## config.mk

```make
export PLATFORM = sky130hd
export DESIGN_NAME = rate_settle_seq
export DESIGN_NICKNAME = d
export VERILOG_FILES = /design/src/rtl/rate_seq_pkg.sv /design/src/rtl/rseq_period_lut.sv /design/src/rtl/rseq_update_timer.sv /design/src/rtl/rseq_ready_flag.sv /design/src/rtl/rate_settle_seq.sv
export SDC_FILE = /design/constraint.sdc
export NUM_CORES = 1
export LEC_CHECK = 0
export BUFFER_PORTS_ARGS = -buffer_cell sky130_fd_sc_hd__buf_2
export CELL_PAD_IN_SITES_DETAIL_PLACEMENT = 0
export CELL_PAD_IN_SITES_GLOBAL_PLACEMENT = 1
export CORE_ASPECT_RATIO = 1.4
export CORE_MARGIN = 2
export CORE_UTILIZATION = 40
export DETAILED_ROUTE_END_ITERATION = 10
export PLACE_DENSITY_LB_ADDON = 0.08
export SKIP_CTS_REPAIR_TIMING = 1
export SLEW_MARGIN = 20
export SYNTH_ARGS = -nofsm -noshare
export SYNTH_HDL_FRONTEND = slang
export SYNTH_SLANG_ARGS = --single-unit
```

## constraint.sdc

```tcl
create_clock -name clk -period 2 [get_ports clk]
set_input_delay 0.4 -clock clk [delete_from_list [all_inputs] [get_ports clk]]
set_output_delay 0.4 -clock clk [all_outputs]
set_load 0.05 [all_outputs]
```

## src/rtl/rate_seq_pkg.sv

```systemverilog
// Package: shared types and rate arithmetic for the rate/settling sequencer.
// Assumes the tick rate is an integer in ticks per second.
package rate_seq_pkg;

    // Three-bit rate code: {hi_range, rate_sel[1:0]}
    typedef logic [2:0] rate_code_t;

    // Number of update periods the filter needs to settle after a restart
    localparam int unsigned SETTLE_PERIODS = 3;

    // Smallest period allowed so that the pre-load tick differs from the load tick
    localparam int unsigned MIN_PERIOD = 2;

    // Results per second selected by a rate code (non-monotonic in the code)
    function automatic int unsigned rate_hz(input rate_code_t code);
        int unsigned hz;
        case (code)
            3'b000:  hz = 20;
            3'b001:  hz = 25;
            3'b010:  hz = 100;
            3'b011:  hz = 200;
            3'b100:  hz = 50;
            3'b101:  hz = 60;
            3'b110:  hz = 250;
            default: hz = 500;
        endcase
        return hz;
    endfunction

    // Ticks per update period, rounded to nearest and clamped at MIN_PERIOD
    function automatic int unsigned period_ticks(input int unsigned tick_hz,
                                                 input rate_code_t code);
        int unsigned hz;
        int unsigned p;
        hz = rate_hz(code);
        p  = (tick_hz + hz / 2) / hz;
        if (p < MIN_PERIOD) p = MIN_PERIOD;
        return p;
    endfunction

    // Largest period over all codes, used to size the counters
    function automatic int unsigned max_period(input int unsigned tick_hz);
        int unsigned m;
        m = MIN_PERIOD;
        for (int i = 0; i < 8; i++) begin
            if (period_ticks(tick_hz, rate_code_t'(i)) > m)
                m = period_ticks(tick_hz, rate_code_t'(i));
        end
        return m;
    endfunction

endpackage

```

## src/rtl/rseq_period_lut.sv

```systemverilog
// Module: rseq_period_lut
// Maps a rate code to its update period and its settling time, in ticks.
// Assumes CNT_W is wide enough for SETTLE_PERIODS times the largest period.
module rseq_period_lut
    import rate_seq_pkg::*;
#(
    parameter int unsigned TICK_HZ = 1000,
    parameter int unsigned CNT_W   = 8
) (
    input  rate_code_t       code,
    output logic [CNT_W-1:0] period,
    output logic [CNT_W-1:0] settle
);

    localparam int unsigned N_CODES = 8;

    logic [CNT_W-1:0] per_tbl [N_CODES];
    logic [CNT_W-1:0] set_tbl [N_CODES];

    // One table entry per code, each a constant computed at elaboration
    for (genvar g = 0; g < N_CODES; g++) begin : g_entry
        localparam int unsigned P = period_ticks(TICK_HZ, rate_code_t'(g));
        assign per_tbl[g] = CNT_W'(P);
        assign set_tbl[g] = CNT_W'(SETTLE_PERIODS * P);
    end

    // Select the entry for the live code
    always_comb begin
        period = per_tbl[code];
        settle = set_tbl[code];
    end

endmodule

```

## src/rtl/rseq_update_timer.sv

```systemverilog
// Module: rseq_update_timer
// Down-counts ticks to the next result load. A restart reloads the full
// settling time; afterwards each load reloads one period.
// Assumes tick is a one-cycle strobe and period is at least 2.
module rseq_update_timer #(
    parameter int unsigned CNT_W = 8
) (
    input  logic             clk,
    input  logic             rst_n,
    input  logic             tick,
    input  logic             restart,
    input  logic [CNT_W-1:0] period,
    input  logic [CNT_W-1:0] settle,
    output logic             load_evt,
    output logic             pre_evt
);

    logic [CNT_W-1:0] remain;
    logic             last_tick;
    logic             pre_tick;

    // Decode the counter position of the current tick
    always_comb begin
        last_tick = (remain <= CNT_W'(1));
        pre_tick  = (remain == CNT_W'(2));
        load_evt  = tick && !restart && last_tick;
        pre_evt   = tick && !restart && pre_tick;
    end

    // Remaining-tick counter: reload on restart, count down on ticks
    always_ff @(posedge clk) begin
        if (!rst_n) begin
            remain <= settle;
        end else if (restart) begin
            remain <= settle;
        end else if (tick) begin
            if (last_tick) remain <= period;
            else           remain <= remain - CNT_W'(1);
        end
    end

endmodule

```

## src/rtl/rseq_ready_flag.sv

```systemverilog
// Module: rseq_ready_flag
// Holds the active-low ready flag, the result strobe and the settling flag.
// Assumes load_evt and pre_evt are never high together (period >= 2).
module rseq_ready_flag (
    input  logic clk,
    input  logic rst_n,
    input  logic restart,
    input  logic load_evt,
    input  logic pre_evt,
    input  logic read_done,
    output logic ready_n,
    output logic new_result,
    output logic settling
);

    // Result strobe: registered copy of the load event
    always_ff @(posedge clk) begin
        if (!rst_n) new_result <= 1'b0;
        else        new_result <= load_evt;
    end

    // Ready flag: a load drops it, a readout or the pre-load tick raises it
    always_ff @(posedge clk) begin
        if (!rst_n)                      ready_n <= 1'b1;
        else if (load_evt)               ready_n <= 1'b0;
        else if (pre_evt || read_done)   ready_n <= 1'b1;
    end

    // Settling flag: set by any restart, cleared by the first load after it
    always_ff @(posedge clk) begin
        if (!rst_n)        settling <= 1'b1;
        else if (restart)  settling <= 1'b1;
        else if (load_evt) settling <= 1'b0;
    end

endmodule

```

## src/rtl/rate_settle_seq.sv

```systemverilog
// Module: rate_settle_seq (top)
// Sequences conversion-result timing. Detects a sync hold or a rate-code
// change as a restart, looks up the period, counts ticks and drives the
// ready flag. Assumes tick is a strobe no more often than every other clock.
module rate_settle_seq
    import rate_seq_pkg::*;
#(
    parameter int unsigned TICK_HZ = 1000
) (
    input  logic       clk,
    input  logic       rst_n,
    input  logic       tick,
    input  logic       hi_range,
    input  logic [1:0] rate_sel,
    input  logic       filt_sync,
    input  logic       read_done,
    output logic       ready_n,
    output logic       new_result,
    output logic       settling
);

    localparam int unsigned PER_MAX    = max_period(TICK_HZ);
    localparam int unsigned SETTLE_MAX = SETTLE_PERIODS * PER_MAX;
    localparam int unsigned CNT_W      = $clog2(SETTLE_MAX + 1);

    rate_code_t       code_now;
    rate_code_t       code_q;
    logic             code_chg;
    logic             restart;
    logic [CNT_W-1:0] period;
    logic [CNT_W-1:0] settle;
    logic             load_evt;
    logic             pre_evt;

    // Form the rate code and decide whether this cycle restarts settling
    always_comb begin
        code_now = {hi_range, rate_sel};
        code_chg = (code_now != code_q);
        restart  = filt_sync || code_chg;
    end

    // Remember the code seen in the previous cycle
    always_ff @(posedge clk) begin
        if (!rst_n) code_q <= code_now;
        else        code_q <= code_now;
    end

    rseq_period_lut #(
        .TICK_HZ (TICK_HZ),
        .CNT_W   (CNT_W)
    ) u_lut (
        .code    (code_now),
        .period  (period),
        .settle  (settle)
    );

    rseq_update_timer #(
        .CNT_W    (CNT_W)
    ) u_timer (
        .clk      (clk),
        .rst_n    (rst_n),
        .tick     (tick),
        .restart  (restart),
        .period   (period),
        .settle   (settle),
        .load_evt (load_evt),
        .pre_evt  (pre_evt)
    );

    rseq_ready_flag u_flag (
        .clk        (clk),
        .rst_n      (rst_n),
        .restart    (restart),
        .load_evt   (load_evt),
        .pre_evt    (pre_evt),
        .read_done  (read_done),
        .ready_n    (ready_n),
        .new_result (new_result),
        .settling   (settling)
    );

endmodule

```

==> results of run 1 <==
through the flow:
step / util, % / hold WS, ns
finish: 51.5 / 0.293
global route: 51.5 / 0.303
CTS: 50.3 / 0.289
detailed placement: 48.7 / 0.438
global placement: 48.7 / 0.432
floorplan: - / 0.428
metal layers:
layer  up-vias  global-route usage, %  part of all wire [%]
met5         -                      0                     0
met4         0                   7.50                   2.5
li1        413                      -                     -
met2        19                   31.4                    54
met3         7                   2.60                   3.0
met1       402                   22.9                    41
flip-flops by register name, indices dropped and copies added, names as in the netlist:
| register | flops |
|---|---|
| code_q | 3 |
| u_flag.settling | 1 |
| u_timer.remain | 8 |
| u_flag.new_result | 1 |
| u_flag.ready_n | 1 |
logic make-up after synthesis:
| family | share of synthesized area (%) |
|---|---|
| simple gates | 21.1 |
| flops | 36.6 |
| fa+ha+maj | 11.4 |
| buf+inv | 3.94 |
| xor+xnor | 5.34 |
| compound gates | 12.6 |
| mux | 9.02 |
area by class of cell:
cell class	count	share of cell area, %
Timing Repair Buffer	27	14.6
Multi-Input combinational cell	76	48.6
Sequential cell	14	29.6
Clock buffer	4	2.98
Tap cell	23	2.36
Inverter	6	1.85
synthesized netlist by cell type:
cell type,number,area share [%]
ha_1,9,11
edfxtp_1,8,24
nor2_1,7,2.7
dfxtp_1,6,12
inv_1,6,2.3
nand2_1,6,2.3
a21oi_1,4,2.0
mux2i_1,4,4.1
xnor2_1,4,3.6
clkbuf_1,3,1.1
nand2b_1,3,1.9
nor2b_1,3,1.9
o22ai_1,3,1.9
a21o_1,2,1.5
a31oi_1,2,1.3
and3_1,2,1.3
and3b_1,2,1.8
nand4_1,2,1.3
nor3_1,2,1.0
o21ai_0,2,1.0
xor2_1,2,1.8
a211o_1,1,0.89
a211oi_1,1,0.76
a21boi_0,1,0.76
and4_1,1,0.89
and4b_1,1,1.0
buf_2,1,0.51
mux2_2,1,1.1
mux2_4,1,1.5
mux2i_4,1,2.3
nand3_1,1,0.51
nand3b_1,1,0.76
nor4_2,1,1.3
o211ai_1,1,0.76
o311ai_1,1,0.89
o31ai_1,1,0.76
or3_1,1,0.64
or4_1,1,0.76
or4_4,1,1.1
where the power goes:
group          total [mW]  switching (mW)  internal, mW
Clock               0.213           0.102         0.111
Combinational       0.166          0.0827        0.0838
Sequential          0.338          0.0150         0.323
critical path: stages (launching register included):
cell and delay, ns:
edfxtp_1 0.40, or4_4 0.56, buf_4 0.15, nor4_2 0.15, buf_4 0.18, mux2i_1 0.07
mux2_2 0.26
final timing paths:
check,from,endpoint,slack [ns],cells past startpoint
max,u_timer.remain[6]$_DFFE_PP_,u_timer.remain[1]$_DFFE_PP_,-0.009,6
min,rate_sel[1],code_q[1]$_DFF_P_,0.29,1
max reg2reg,u_timer.remain[6]$_DFFE_PP_,u_timer.remain[1]$_DFFE_PP_,-0.009,6
min reg2reg,u_flag.settling$_SDFFE_PP1P_,u_flag.settling$_SDFFE_PP1P_,0.46,1
==> flow_metrics.env, run 1 <==
export IMPL_finalSetupViolations=2
export IMPL_seq_area_um2=360
export IMPL_cts_tree="built"
export IMPL_synth_cell_types=39
export IMPL_die_h_um=62.7
export IMPL_synthesis_area_um2=985
export IMPL_maxCapViolCount=0
export IMPL_cts_buffers=3
export IMPL_worstPathArrival_ns=2.06
export IMPL_drive_gt1_share_pct=29.9
export IMPL_antenna_cells=0
export IMPL_layout_cells_non_filler=150
export IMPL_place_worst_setup_slack_ns=-0.0338
export IMPL_slew_viol_final=0
export IMPL_syn_inst=100
export IMPL_place_hpwl_um=1820
export IMPL_grt_pass1_wl_um=3930
export IMPL_setup_tns_ns=-0.0150
export IMPL_num_rows=21
export IMPL_rsz0062_at_grt="yes"
export IMPL_crit_fanout=3
export IMPL_worst_clock_skew_ns=0.00473
export IMPL_routedWlPerCell_um=15.2
export IMPL_grt_max_degree=9
export IMPL_path_clk_slew_ns=0.09
export IMPL_area_growth_pct=23.6
export IMPL_core_area_um2=2360
export IMPL_ys_warn_count=0
export IMPL_clock_fmax_mhz=498
export IMPL_dr_total_vias=841
export IMPL_io_buffers=10
export IMPL_status="finished, violations left"
export IMPL_fin_area_um2=1220
export IMPL_place_area_um2=1150
export IMPL_dieWidth_um=45.9
export IMPL_timing_slew_headroom_pct=72.9
export IMPL_ys_seq_area_share_pct=36.6
export IMPL_numClockSinks=14
export IMPL_holdCritPathClass="input pin to register"
export IMPL_violations="setup timing"
export IMPL_start_util_pct=41.6
export IMPL_powerDensity_nw_per_um2=590
export IMPL_insertion_delay_ns=0.29
export IMPL_leakagePower_nw=0.543
export IMPL_ios=11
export IMPL_layout_nets=145
export IMPL_via_per_inst=5.61
export IMPL_fin_ws_ns=-0.00948
export IMPL_synthesis_nets=117
export IMPL_criticalPathCategory="register to register"
export IMPL_grt_ovfl_total=0
export IMPL_grt_pass1_vias=846
export IMPL_start_kind="register"
export IMPL_place_inst=143
export IMPL_layout_commonest_cell="buf_4"
export IMPL_report_final_hold_viol_count=0
export IMPL_drt_wl_total_um=2280
export IMPL_drc=0
export IMPL_antenna_found_initial=0
export IMPL_drt_pre_antenna_iters=4
export IMPL_tightest_slew_ns=0.407
export IMPL_clockBufferDepth=2
export IMPL_gp_congestion=0.780
export IMPL_synth_ff_latch_count=14
export IMPL_nFillCells=255
export IMPL_die_area_um2=2880
export IMPL_layout_common_cells="buf_4, buf_2, ha_1, edfxtp_1"
export IMPL_min_period_ns=2.01
export IMPL_end_kind="register"
export IMPL_htreeDepth=1
export IMPL_drt_iter0_markers=19
export IMPL_timing_final_crit_share_pct=100
export IMPL_multi_input_area_um2=592
export IMPL_peakVddDrop_mv=0.302
export IMPL_cts_root_buf="clkbuf_4"
export IMPL_total_power_mw=0.718
export IMPL_ant_nets=0
export IMPL_cp_required_ns=2.05
export IMPL_grtUsageTotal_pct=18.8
export IMPL_synth_avg_cell_area_um2=9.85
(Power assumes the default switching activity.)
==> run 2: changes to the inputs <==
- BUFFER_PORTS_ARGS: -buffer_cell sky130_fd_sc_hd__buf_2 -> -buffer_cell sky130_fd_sc_hd__buf_4
==> flow_metrics.env, run 2 (same netlist as run 1, synthesis figures left out) <==
export IMPL_status="finished, violations left"
export IMPL_violations="setup timing"
export IMPL_place_area_um2=1150
export IMPL_fin_ws_ns=-0.0165
export IMPL_r2r_start="u_timer.remain[6]$_DFFE_PP_"
export IMPL_place_inst=140
export IMPL_final_util_pct=51.9
export IMPL_path_clk_slew_ns=0.09
export IMPL_die_area_um2=2880
export IMPL_start_kind="register"
export IMPL_finalSetupViolations=1
export IMPL_drive_gt1_share_pct=27.6
export IMPL_top_register="u_timer.remain"
export IMPL_num_rows=21
export IMPL_worstHoldStart="rate_sel[0]"
export IMPL_ios=11
export IMPL_numClockSinks=14
export IMPL_drt_pre_antenna_iters=3
export IMPL_grt_pass1_wl_um=3870
export IMPL_start_util_pct=41.6
export IMPL_end_kind="register"
export IMPL_dieWidth_um=45.9
export IMPL_largest_register_ffs=8
export IMPL_rsz0062_at_grt="yes"
export IMPL_core_area_um2=2360
export IMPL_setup_tns_ns=-0.0165
export IMPL_area_growth_pct=24.5
export IMPL_leakagePower_nw=0.538
export IMPL_antenna_found_initial=0
export IMPL_fin_area_um2=1230
export IMPL_layout_commonest_cell="buf_4"
export IMPL_crit_fanout=3
export IMPL_powerDensity_nw_per_um2=588
export IMPL_clockBufferDepth=2
export IMPL_holdCritPathClass="input pin to register"
export IMPL_layout_cells_non_filler=146
export IMPL_layout_common_cells="buf_4, ha_1, edfxtp_1, nor2_1"
export IMPL_grtUsageTotal_pct=18.3
export IMPL_min_period_ns=2.02
export IMPL_timing_slew_headroom_pct=70.9
export IMPL_layout_nets=141
export IMPL_place_hpwl_um=1730
export IMPL_worstPathArrival_ns=2.16
export IMPL_min_to="code_q[0]$_DFF_P_"
export IMPL_grt_ovfl_total=0
export IMPL_report_final_hold_viol_count=0
export IMPL_criticalPathCategory="register to register"
export IMPL_ff2ff_path_depth=4
export IMPL_cts_tree="built"
export IMPL_clock_fmax_mhz=496
export IMPL_grt_max_degree=13
export IMPL_via_per_inst=5.60
export IMPL_cts_root_buf="clkbuf_4"
export IMPL_gp_congestion=0.785
export IMPL_place_worst_setup_slack_ns=-0.0247
export IMPL_total_power_mw=0.721
export IMPL_cts_buffers=3
export IMPL_drt_wl_total_um=2280
export IMPL_dr_total_vias=818
export IMPL_reg_top3="u_timer.remain: 8 flops, code_q: 3 flops"
export IMPL_ant_nets=0
export IMPL_io_buffers=10
export IMPL_insertion_delay_ns=0.29
export IMPL_htreeDepth=1
export IMPL_holdPathStages=1
export IMPL_antenna_cells=0
export IMPL_slew_viol_final=0
export IMPL_timing_final_crit_share_pct=101
export IMPL_worst_clock_skew_ns=0.00187
export IMPL_tightest_slew_ns=0.437
export IMPL_grt_pass1_vias=792
export IMPL_drc=0
export IMPL_peakVddDrop_mv=0.318
export IMPL_r2r_end="u_timer.remain[2]$_DFFE_PP_"
export IMPL_routedWlPerCell_um=15.6
export IMPL_cp_required_ns=2.15
export IMPL_die_h_um=62.7
export IMPL_rrSetupSlack_ns=-0.02
export IMPL_hold_slack_ns=0.280
export IMPL_maxCapViolCount=0
export IMPL_drt_iter0_markers=14
==> run 2: cell count changes in the layout (fill, tap and decap cells not counted) <==
cell	before	now
nor4_2	1	0
o311ai_1	1	0
buf_2	10	0
nor2_2	1	0
buf_4	17	23
nor4_4	0	1
nor2_1	6	7
o311ai_2	0	1
==> run 2: worst max path at each step <==
stage | end | startpoint | cells after the start
5_1_grt | u_timer.remain[1]$_DFFE_PP_ | u_timer.remain[6]$_DFFE_PP_ | 6
4_1_cts | u_timer.remain[2]$_DFFE_PP_ | u_timer.remain[6]$_DFFE_PP_ | 4
3_5_place_dp | u_timer.remain[2]$_DFFE_PP_ | u_timer.remain[6]$_DFFE_PP_ | 4
3_3_place_gp | u_timer.remain[2]$_DFFE_PP_ | u_timer.remain[6]$_DFFE_PP_ | 4
2_1_floorplan | u_timer.remain[2]$_DFFE_PP_ | u_timer.remain[6]$_DFFE_PP_ | 5
6_report | u_timer.remain[2]$_DFFE_PP_ | u_timer.remain[6]$_DFFE_PP_ | 4
==> run 2: cell type report <==
class,instances,area (um^2)
Sequential cell,14,360
Multi-Input combinational cell,76,606
Tap cell,23,28.8
Clock buffer,4,36.3
Timing Repair Buffer,23,173
Fill cell,221,1140
Inverter,6,22.5
==> run 2: critical path: stages, from the launching register on <==
cell and delay, ns:
edfxtp_1 0.43, or4_4 0.54, or4_4 0.45, mux2_4 0.33, mux2i_4 0.13
==> run 2: report_power, final <==
part           leakage (nW)  internal, mW  switching (mW)  total (mW)
combinational         0.382        0.0837          0.0826       0.166
clock                0.0210         0.111           0.103       0.214
sequential            0.135         0.323          0.0172       0.340
==> run 2: routing by layer <==
layer	global-route usage, %	vias up	wire [um]
met4	7.50	0	47
met1	23.8	391	942
li1	-	408	-
met2	29.9	13	1250
met5	0	-	0
met3	1.73	6	39
==> run 3: changes to the inputs <==
- RECOVER_POWER: default -> 100
==> flow_metrics.env, run 3 (same netlist as run 1, synthesis figures left out) <==
export IMPL_critical_path_top_delay_family="simple AND/OR/NAND/NOR gates"
export IMPL_insertion_delay_ns=0.29
export IMPL_final_util_pct=51.1
export IMPL_routedWlPerCell_um=15.7
export IMPL_die_h_um=62.7
export IMPL_path_cells="or4_4, or4_4, mux2_4, mux2i_4"
export IMPL_powerDensity_nw_per_um2=595
export IMPL_finalSetupViolations=1
export IMPL_leakagePower_nw=0.521
export IMPL_cts_tree="built"
export IMPL_nFillCells=225
export IMPL_peakVddDrop_mv=0.319
export IMPL_path_clk_slew_ns=0.09
export IMPL_layout_common_cells="buf_4, ha_1, edfxtp_1, nor2_1"
export IMPL_grt_pass1_vias=792
export IMPL_slowest_delay_ns=0.54
export IMPL_dr_total_vias=818
export IMPL_dieWidth_um=45.9
export IMPL_crit_fanout=3
export IMPL_largest_register_ffs=8
export IMPL_crit_slowest_cell="or4_4"
export IMPL_cts_buffers=3
export IMPL_timing_final_crit_share_pct=101
export IMPL_setup_tns_ns=-0.0165
export IMPL_via_per_inst=5.60
export IMPL_cp_buffers_inverters=0
export IMPL_violations="setup timing"
export IMPL_grt_pass1_wl_um=3870
export IMPL_slew_viol_final=0
export IMPL_io_buffers=10
export IMPL_clock_fmax_mhz=496
export IMPL_antenna_found_initial=0
export IMPL_total_power_mw=0.719
export IMPL_maxCapViolCount=0
export IMPL_grt_max_degree=13
export IMPL_numClockSinks=14
export IMPL_criticalPathCategory="register to register"
export IMPL_place_hpwl_um=1730
export IMPL_multi_input_area_um2=606
export IMPL_tightest_slew_ns=0.587
export IMPL_clockBufferDepth=2
export IMPL_gp_congestion=0.785
export IMPL_cp_required_ns=2.15
export IMPL_antenna_cells=0
export IMPL_num_rows=21
export IMPL_start_util_pct=41.6
export IMPL_core_area_um2=2360
export IMPL_die_area_um2=2880
export IMPL_min_period_ns=2.02
export IMPL_place_area_um2=1150
export IMPL_seq_area_um2=360
export IMPL_drt_pre_antenna_iters=3
export IMPL_start_kind="register"
export IMPL_ant_nets=0
export IMPL_end_kind="register"
export IMPL_fin_area_um2=1210
export IMPL_worstPathArrival_ns=2.16
export IMPL_layout_nets=141
export IMPL_top_register="u_timer.remain"
export IMPL_drt_wl_total_um=2290
export IMPL_area_growth_pct=22.6
export IMPL_cts_root_buf="clkbuf_4"
export IMPL_grt_ovfl_total=0
export IMPL_drt_iter0_markers=19
export IMPL_report_final_hold_viol_count=0
export IMPL_rsz0062_at_grt="yes"
export IMPL_worst_clock_skew_ns=0.00185
export IMPL_reg_top3="u_timer.remain: 8 flops, code_q: 3 flops"
export IMPL_fin_ws_ns=-0.0165
export IMPL_htreeDepth=1
export IMPL_status="finished, violations left"
export IMPL_drc=0
export IMPL_layout_commonest_cell="buf_4"
export IMPL_crit_top_cell="or4_4"
export IMPL_holdCritPathClass="input pin to register"
export IMPL_drive_gt1_share_pct=23.6
export IMPL_grtUsageTotal_pct=18.3
export IMPL_timing_slew_headroom_pct=60.9
export IMPL_ios=11
==> run 3: routing by layer <==
metal  global-route usage, %  routed length, um  vias to the layer above
li1                        -                  -                      409
met1                    23.8                956                      390
met2                    29.9               1240                       13
met3                    1.73                 43                        6
met4                    7.50                 47                        0
met5                       0                  0                        -
==> run 3: final timing paths <==
path,from,end,slack (ns),depth (start not counted)
setup / recovery,u_timer.remain[6]$_DFFE_PP_,u_timer.remain[2]$_DFFE_PP_,-0.02,4
hold / removal,rate_sel[0],code_q[0]$_DFF_P_,0.28,1
setup reg to reg,u_timer.remain[6]$_DFFE_PP_,u_timer.remain[2]$_DFFE_PP_,-0.02,4
hold reg to reg,u_flag.settling$_SDFFE_PP1P_,u_flag.settling$_SDFFE_PP1P_,0.48,1
==> run 3: layout make-up <==
class / count / share of cell area, %
Tap cell: 23 / 2.38
Timing Repair Buffer: 23 / 12.7
Multi-Input combinational cell: 76 / 50.2
Sequential cell: 14 / 29.8
Clock buffer: 4 / 3.01
Inverter: 6 / 1.87
==> run 3: per-stage QoR <==
stage | std cells | setup slack, ns | hold WS, ns
after detailed placement | 140 | -0.0247 | 0.465
after global routing | 146 | -0.0514 | 0.279
after CTS | 144 | -0.0584 | 0.277
final | 146 | -0.0165 | 0.280
after floorplan | 100 | -0.0687 | 0.428
after global placement | 140 | 0.0127 | 0.441
==> run 3: worst reg2reg max path, cell delays in order, from the launching register on <==
cell and delay (ns):
edfxtp_1 0.43, or4_4 0.54, or4_4 0.45, mux2_4 0.33
mux2i_4 0.13
==> run 3: power breakdown <==
group,switching (mW),total [mW],internal [mW]
clock,0.103,0.214,0.111
combinational,0.0827,0.164,0.0817
sequential,0.0172,0.340,0.323
total,0.203,0.719,0.516
